### src/rtl/tick_timer_pkg.sv
package tick_timer_pkg;

  // word index of each register (byte offset >> 2)
  localparam logic [1:0] IDX_CTRL = 2'd0;
  localparam logic [1:0] IDX_PER  = 2'd1;
  localparam logic [1:0] IDX_CNT  = 2'd2;
  localparam logic [1:0] IDX_CAL  = 2'd3;

  // control/status bit positions
  localparam int BIT_RUN  = 0;
  localparam int BIT_IEN  = 1;
  localparam int BIT_SRC  = 2;
  localparam int BIT_FLAG = 16;

  typedef struct packed {
    logic src_ref;
    logic irq_en;
    logic run;
  } ctl_t;

  typedef enum logic [2:0] {
    SEL_NONE,
    SEL_CTRL,
    SEL_PER,
    SEL_CNT,
    SEL_CAL
  } reg_sel_e;

endpackage

### src/rtl/tick_timer_decode.sv
module tick_timer_decode
  import tick_timer_pkg::*;
#(
  parameter int ADDR_W = 8
) (
  input  logic              acc_valid,
  input  logic              acc_write,
  input  logic [ADDR_W-1:0] acc_addr,
  output reg_sel_e          sel,
  output logic              wr_ctrl,
  output logic              wr_per,
  output logic              wr_cnt,
  output logic              rd_ctrl
);

  logic hi_zero;

  generate
    if (ADDR_W > 4) begin : g_hi
      assign hi_zero = (acc_addr[ADDR_W-1:4] == '0);
    end else begin : g_nohi
      assign hi_zero = 1'b1;
    end
  endgenerate

  always_comb begin
    sel = SEL_NONE;
    if (hi_zero && acc_addr[1:0] == 2'b00) begin
      unique case (acc_addr[3:2])
        IDX_CTRL: sel = SEL_CTRL;
        IDX_PER:  sel = SEL_PER;
        IDX_CNT:  sel = SEL_CNT;
        default:  sel = SEL_CAL;
      endcase
    end
  end

  assign wr_ctrl = acc_valid &  acc_write & (sel == SEL_CTRL);
  assign wr_per  = acc_valid &  acc_write & (sel == SEL_PER);
  assign wr_cnt  = acc_valid &  acc_write & (sel == SEL_CNT);
  assign rd_ctrl = acc_valid & ~acc_write & (sel == SEL_CTRL);

  // at most one write strobe per access
  always_comb begin
    AST_ONE_WRITE_STROBE: assert ($countones({wr_ctrl, wr_per, wr_cnt}) <= 1);
  end

endmodule

### src/rtl/tick_timer_ctrl.sv
module tick_timer_ctrl
  import tick_timer_pkg::*;
#(
  parameter int CNT_W = 24
) (
  input  logic             clk,
  input  logic             rst,
  input  logic             wr_ctrl,
  input  logic             wr_per,
  input  logic             wr_cnt,
  input  logic             rd_ctrl,
  input  logic [CNT_W-1:0] wdata,
  input  logic             wrap,
  output ctl_t             ctl,
  output logic             flag,
  output logic [CNT_W-1:0] period,
  output logic             load_req
);

  logic run_rise;
  logic src_flip;

  assign run_rise = wr_ctrl & wdata[BIT_RUN] & ~ctl.run;
  assign src_flip = wr_ctrl & (wdata[BIT_RUN] == ctl.run) & (wdata[BIT_SRC] != ctl.src_ref);
  assign load_req = wr_cnt | run_rise | src_flip;

  always_ff @(posedge clk) begin
    if (rst) begin
      ctl <= '0;
    end else if (wr_ctrl) begin
      ctl.run     <= wdata[BIT_RUN];
      ctl.irq_en  <= wdata[BIT_IEN];
      ctl.src_ref <= wdata[BIT_SRC];
    end else if (wrap && period == '0) begin
      ctl.run <= 1'b0;
    end
  end

  always_ff @(posedge clk) begin
    if (rst) begin
      flag <= 1'b0;
    end else if (wrap) begin
      flag <= 1'b1;
    end else if (wr_cnt || rd_ctrl) begin
      flag <= 1'b0;
    end
  end

  always_ff @(posedge clk) begin
    if (rst) begin
      period <= '0;
    end else if (wr_per) begin
      period <= wdata;
    end
  end

  AST_ZERO_PERIOD_STOPS: assert property (@(posedge clk) disable iff (rst)
    wrap && period == '0 && !wr_ctrl |=> !ctl.run);

  AST_FLAG_KEPT_ON_CTRL_WRITE: assert property (@(posedge clk) disable iff (rst)
    wr_ctrl && !wrap |=> flag == $past(flag));

  AST_FLAG_CLEARED_BY_READ: assert property (@(posedge clk) disable iff (rst)
    rd_ctrl && !wrap |=> !flag);

  AST_FLAG_CLEARED_BY_CNT_WRITE: assert property (@(posedge clk) disable iff (rst)
    wr_cnt |=> !flag);

endmodule

### src/rtl/tick_timer_counter.sv
module tick_timer_counter #(
  parameter int CNT_W = 24
) (
  input  logic             clk,
  input  logic             rst,
  input  logic             run,
  input  logic             src_ref,
  input  logic             irq_en,
  input  logic             ref_tick,
  input  logic             load,
  input  logic [CNT_W-1:0] period,
  output logic [CNT_W-1:0] count,
  output logic             wrap,
  output logic             irq
);

  logic step;
  logic at_zero;

  assign step    = run & (src_ref ? ref_tick : 1'b1) & ~load;
  assign at_zero = (count == '0);
  assign wrap    = step & at_zero;

  always_ff @(posedge clk) begin
    if (rst) begin
      count <= '0;
    end else if (load) begin
      count <= period;
    end else if (step) begin
      count <= at_zero ? period : count - 1'b1;
    end
  end

  always_ff @(posedge clk) begin
    if (rst) irq <= 1'b0;
    else     irq <= wrap & irq_en;
  end

  AST_LOAD_TAKES_PERIOD: assert property (@(posedge clk) disable iff (rst)
    load |=> count == $past(period));

  AST_STEP_DOWN: assert property (@(posedge clk) disable iff (rst)
    run && !src_ref && !load && count != '0 |=> count == $past(count) - 1'b1);

  AST_IDLE_HOLD: assert property (@(posedge clk) disable iff (rst)
    !run && !load |=> $stable(count));

  AST_REF_WAIT: assert property (@(posedge clk) disable iff (rst)
    run && src_ref && !ref_tick && !load |=> $stable(count));

endmodule

### src/rtl/tick_timer.sv
module tick_timer
  import tick_timer_pkg::*;
#(
  parameter int ADDR_W    = 8,
  parameter int CNT_W     = 24,
  parameter int CAL_VALUE = 10000
) (
  input  logic              clk,
  input  logic              rst,
  input  logic              bus_valid,
  input  logic              bus_write,
  input  logic [ADDR_W-1:0] bus_addr,
  input  logic [31:0]       bus_wdata,
  output logic [31:0]       bus_rdata,
  input  logic              ref_tick,
  output logic              irq
);

  reg_sel_e         sel;
  logic             wr_ctrl, wr_per, wr_cnt, rd_ctrl;
  ctl_t             ctl;
  logic             flag;
  logic [CNT_W-1:0] period;
  logic [CNT_W-1:0] count;
  logic             load_req;
  logic             wrap;
  logic [31:0]      rd_mux;
  logic             unused_wdata_hi;

  assign unused_wdata_hi = ^bus_wdata[31:CNT_W];

  tick_timer_decode #(.ADDR_W(ADDR_W)) u_decode (
    .acc_valid (bus_valid),
    .acc_write (bus_write),
    .acc_addr  (bus_addr),
    .sel       (sel),
    .wr_ctrl   (wr_ctrl),
    .wr_per    (wr_per),
    .wr_cnt    (wr_cnt),
    .rd_ctrl   (rd_ctrl)
  );

  tick_timer_ctrl #(.CNT_W(CNT_W)) u_ctrl (
    .clk      (clk),
    .rst      (rst),
    .wr_ctrl  (wr_ctrl),
    .wr_per   (wr_per),
    .wr_cnt   (wr_cnt),
    .rd_ctrl  (rd_ctrl),
    .wdata    (bus_wdata[CNT_W-1:0]),
    .wrap     (wrap),
    .ctl      (ctl),
    .flag     (flag),
    .period   (period),
    .load_req (load_req)
  );

  tick_timer_counter #(.CNT_W(CNT_W)) u_counter (
    .clk      (clk),
    .rst      (rst),
    .run      (ctl.run),
    .src_ref  (ctl.src_ref),
    .irq_en   (ctl.irq_en),
    .ref_tick (ref_tick),
    .load     (load_req),
    .period   (period),
    .count    (count),
    .wrap     (wrap),
    .irq      (irq)
  );

  always_comb begin
    rd_mux = '0;
    unique case (sel)
      SEL_CTRL: begin
        rd_mux[BIT_RUN]  = ctl.run;
        rd_mux[BIT_IEN]  = ctl.irq_en;
        rd_mux[BIT_SRC]  = ctl.src_ref;
        rd_mux[BIT_FLAG] = flag;
      end
      SEL_PER:  rd_mux = 32'(period);
      SEL_CNT:  rd_mux = 32'(count);
      SEL_CAL:  rd_mux = 32'(CAL_VALUE);
      default:  rd_mux = '0;
    endcase
  end

  always_ff @(posedge clk) begin
    if (rst) begin
      bus_rdata <= '0;
    end else if (bus_valid && !bus_write) begin
      bus_rdata <= rd_mux;
    end
  end

  AST_IRQ_WITH_FLAG: assert property (@(posedge clk) disable iff (rst)
    irq |-> flag);

  AST_IRQ_ONE_CYCLE: assert property (@(posedge clk) disable iff (rst)
    irq |=> !irq);

  AST_CTRL_RESERVED_ZERO: assert property (@(posedge clk) disable iff (rst)
    bus_valid && !bus_write && sel == SEL_CTRL
      |=> bus_rdata[31:17] == '0 && bus_rdata[15:3] == '0);

  AST_UNMAPPED_READ_ZERO: assert property (@(posedge clk) disable iff (rst)
    bus_valid && !bus_write && sel == SEL_NONE |=> bus_rdata == '0);

endmodule

### config.mk
export PLATFORM = sky130hd
export DESIGN_NAME = tick_timer
export DESIGN_NICKNAME = d
export VERILOG_FILES = /design/src/rtl/tick_timer_pkg.sv /design/src/rtl/tick_timer_decode.sv /design/src/rtl/tick_timer_ctrl.sv /design/src/rtl/tick_timer_counter.sv /design/src/rtl/tick_timer.sv
export SDC_FILE = /design/constraint.sdc
export NUM_CORES = 1
export LEC_CHECK = 0
export BUFFER_PORTS_ARGS = -buffer_cell sky130_fd_sc_hd__buf_2
export CAP_MARGIN = 0
export CORE_MARGIN = 2
export CORE_UTILIZATION = 56
export DETAILED_ROUTE_END_ITERATION = 10
export MAX_ROUTING_LAYER = met4
export PLACE_DENSITY_LB_ADDON = 0.1
export SYNTH_ARGS = -nofsm -noshare
export SYNTH_HDL_FRONTEND = slang
export SYNTH_HIERARCHICAL = 1
export SYNTH_SLANG_ARGS = --single-unit
### constraint.sdc
create_clock -name clk -period 4.3 [get_ports clk]
set_clock_uncertainty 0.2 [all_clocks]
set_input_delay 0.645 -clock clk [delete_from_list [all_inputs] [get_ports clk]]
set_output_delay 0.645 -clock clk [all_outputs]
set_load 0.05 [all_outputs]
==> flow_metrics.py <==
metrics = {
    "pwr": {
        "power_switching_share": 0.2896,
        "p_per_area_mw_per_mm2": 313.4,
        "p_sw_uw": 427.6,
        "p_comb_frac": 0.141,
        "p_leak_nw": 1.862,
        "seq_power_share": 0.491,
        "internal_power_mw": 1.049,
        "clock_power_share": 0.367,
        "ir_worst_vdd_mv": 0.1742,
    },
    "synth": {
        "yosys.area.top_type": "dfxtp_1",
        "synthCells": 472,
        "avgSynthCellArea_sq_um": 8.902,
        "yosys_warnings": 6,
        "async_flop_share": 0,
        "ys_seq_elements": 77,
        "ys_seq_area_frac": 0.3669,
        "synth-main-ff-cell": "dfxtp_1",
        "ys_types": 75,
        "synth.area.top_cells": "dfxtp_1 (37%), mux2i_1 (7.1%), nor2_1 (6.5%)",
        "synth_top_cell_area_share": 0.3669,
        "synth_edf_count": 0,
        "syn_area_sq_mm": 0.004202,
    },
    "cts": {
        "clk_pin_slew_worst_paths_ns": 0.08,
        "cts-htree-levels": 3,
        "postCtsSetupRepairBufs": 0,
        "hold_buffers": 0,
        "root_buffer": "clkbuf_8",
        "clk_latency_ns": 0.35,
        "clock_path_buffers": 2,
        "cts_buffers": 9,
        "cts_tree": "yes",
        "cts-resized-gates": 0,
        "clock_sinks": 77,
    },
    "cells_and_area": {
        "diodes": 0,
        "nNetsFinal": 574,
        "final_common_cell": "dfxtp_1",
        "final_cell_mix": "dfxtp_1 (77), nor2_1 (73), buf_2 (61)",
        "synthToLayoutAreaGrowth_pct": 12.12,
        "drive_above_1_share": 0.2439,
    },
    "die": {
        "core_sq_mm": 0.007253,
        "die_area_sq_mm": 0.008212,
        "initial_utilization": 0.5793,
        "pin_count": 78,
        "die_h_um": 90.62,
        "fp.dieW_um": 90.62,
        "rows": 31,
    },
    "worst_setup_path": {
        "critPathKind": "input pin to flop",
        "cp_data_arrival_time_ns": 3.52,
        "critical_path.slowest_cell": "nor2_1",
        "rr_worst_depth": 10,
        "cp.depth": 11,
        "crit_fanout": 12,
        "critPathBufInv": 3,
        "cp-end-kind": "flop",
        "slowest_delay_ns": 0.50,
        "path_cells": "buf_2 > inv_1 > ha_1 > or4bb_1 > nor4_1 > buf_4 > a21o_1 > a21oi_1 > nor2_1 > nand3_1 > o211ai_1",
        "cp-start-kind": "input pin",
        "cp.required_ns": 4.38,
        "crit_family": "simple AND/OR/NAND/NOR gates",
    },
    "timing": {
        "min_period_over_period": 0.7997,
        "fmax_mhz": 290.8,
        "final_max_slew_viol_count": 0,
        "tns_ns": 0,
        "tightest_slew_ns": 0.8473,
        "relSlewSlack": 0.4308,
        "rsz0062_at_grt": "false",
        "fin_crit_ns": 3.439,
        "fin_ws_ns": 0.8612,
        "setup_violations": 0,
        "hold_viol": 0,
    },
    "global_routing": {
        "grt_antenna_before_repair": 0,
        "grt_pass1_vias": 3681,
        "grt_pass1_wl_um": 18440,
        "grt_overflow": 0,
        "grt_max_degree": 29,
        "grtUsageTotal": 0.2843,
    },
    "detailed_routing": {
        "finalWirelength_um": 11280,
        "drc": 0,
        "drtAntennaViolNets": 0,
        "drtPass1Iterations": 5,
        "dr_total_vias": 3909,
        "drtIter0Drc": 343,
        "via_per_inst": 6.225,
        "avgRoutedWirePerCell_um": 17.96,
    },
    "placement": {
        "gp_congestion": 0.9234,
        "io_buffer_count": 61,
        "pre_cts_slack_ns": 0.5751,
        "hpwlAfterDp_um": 8108,
    },
    "min_path": {
        "whs_path_depth": 1,
        "hp-class": "flop to flop",
    },
    "flow_run": {
        "cap_viol_max_count": 0,
    },
    "outcome": {
        "status": "complete, no violations",
    },
}
==> routing by layer <==
layer,share of wire,up-vias,global-route usage
li1,-,1854,-
met1,0.46,1863,0.3973
met2,0.45,169,0.4241
met3,0.069,23,0.03923
met4,0.019,0,0.09615
met5,0,-,-
==> worst reg2reg max path: stages, from the launching register on <==
cell	delay [ns]
dfxtp_1	0.35
inv_1	0.13
ha_1	0.16
or3b_4	0.42
and4b_1	0.45
nand2_2	0.13
nor3_1	0.26
nor4b_1	0.30
nand4_1	0.22
o21ai_1	0.18
a21oi_1	0.08
==> logic make-up after synthesis <==
group	Yosys count	synth area share
and+or+nand+nor	190	0.2433
AOI/OAI and AO/OA	91	0.1635
DFF	77	0.3669
muxes	55	0.1385
buffers and inverters	49	0.06313
adders and majority gates	6	0.01757
xor gates and xnor gates	3	0.006255
other	1	0.0008925
==> Yosys cell counts (3+ instances only) <==
| master | instances |
|---|---|
| a22oi_1 | 19 |
| buf_4 | 14 |
| nor2b_1 | 4 |
| o2bb2ai_1 | 4 |
| nor4_1 | 16 |
| buf_2 | 4 |
| o2111ai_1 | 5 |
| a21oi_1 | 8 |
| nand2_1 | 26 |
| o211ai_1 | 4 |
| o21ai_0 | 6 |
| nor2_1 | 73 |
| nand3_1 | 12 |
| o21ai_1 | 4 |
| clkbuf_1 | 13 |
| mux2i_1 | 30 |
| buf_6 | 3 |
| mux2_2 | 24 |
| a211o_1 | 3 |
| a31oi_1 | 5 |
| ha_1 | 5 |
| dfxtp_1 | 77 |
| inv_1 | 13 |
| or4_1 | 3 |
| nand4_1 | 11 |
| nor3_1 | 14 |
| a211oi_1 | 9 |
==> sequential cells by signal, indices dropped and copies added, names as in the netlist <==
register / flops
u_counter/count: 24
u_counter/irq: 1
bus_rdata: 24
u_ctrl/ctl: 3
u_ctrl/period: 24
u_ctrl/flag: 1
==> power by group through the flow <==
stage          clock network [mW]  registers [mW]  logic (mW)
2_1_floorplan                   0           0.750       0.148
3_3_place_gp                    0           0.742       0.200
3_5_place_dp                    0           0.742       0.203
4_1_cts                     0.551           0.725       0.204
5_1_grt                     0.578           0.727       0.226
6_report                    0.542           0.726       0.209
==> cell type report <==
cell class	instances	area (sq um)
clock inverter	6	63.81
tap	99	123.9
timing repair buffer	70	372.9
inverter	13	48.80
sequential	77	1541
multi-input combinational	353	2432
fill	681	2542
clock buffer	10	127.6
==> final timing paths <==
path / slack (ns) / endpoint / from
worst min register to register: 0.27 / bus_rdata[2] / bus_rdata[2]
worst max-delay path: 0.86 / u_counter/count[8] / bus_addr[2]
worst max register to register: 1.32 / u_ctrl/ctl[0] / u_counter/count[0]
worst min-delay path: 0.27 / bus_rdata[2] / bus_rdata[2]
==> through the flow <==
stage | util | hold slack [ns] | cells | instance area (sq um) | total power [mW]
after floorplan | - | 0.2270 | 479 | 4228 | 0.8984
after global placement | 0.6231 | 0.2437 | 612 | 4519 | 0.9424
after detailed placement | 0.6231 | 0.2516 | 612 | 4519 | 0.9450
after CTS | 0.6495 | 0.2766 | 628 | 4711 | 1.480
after global routing | 0.6495 | 0.2873 | 628 | 4711 | 1.531
final | 0.6495 | 0.2734 | 628 | 4711 | 1.476
Note: power is estimated with default switching activity, not from simulation.
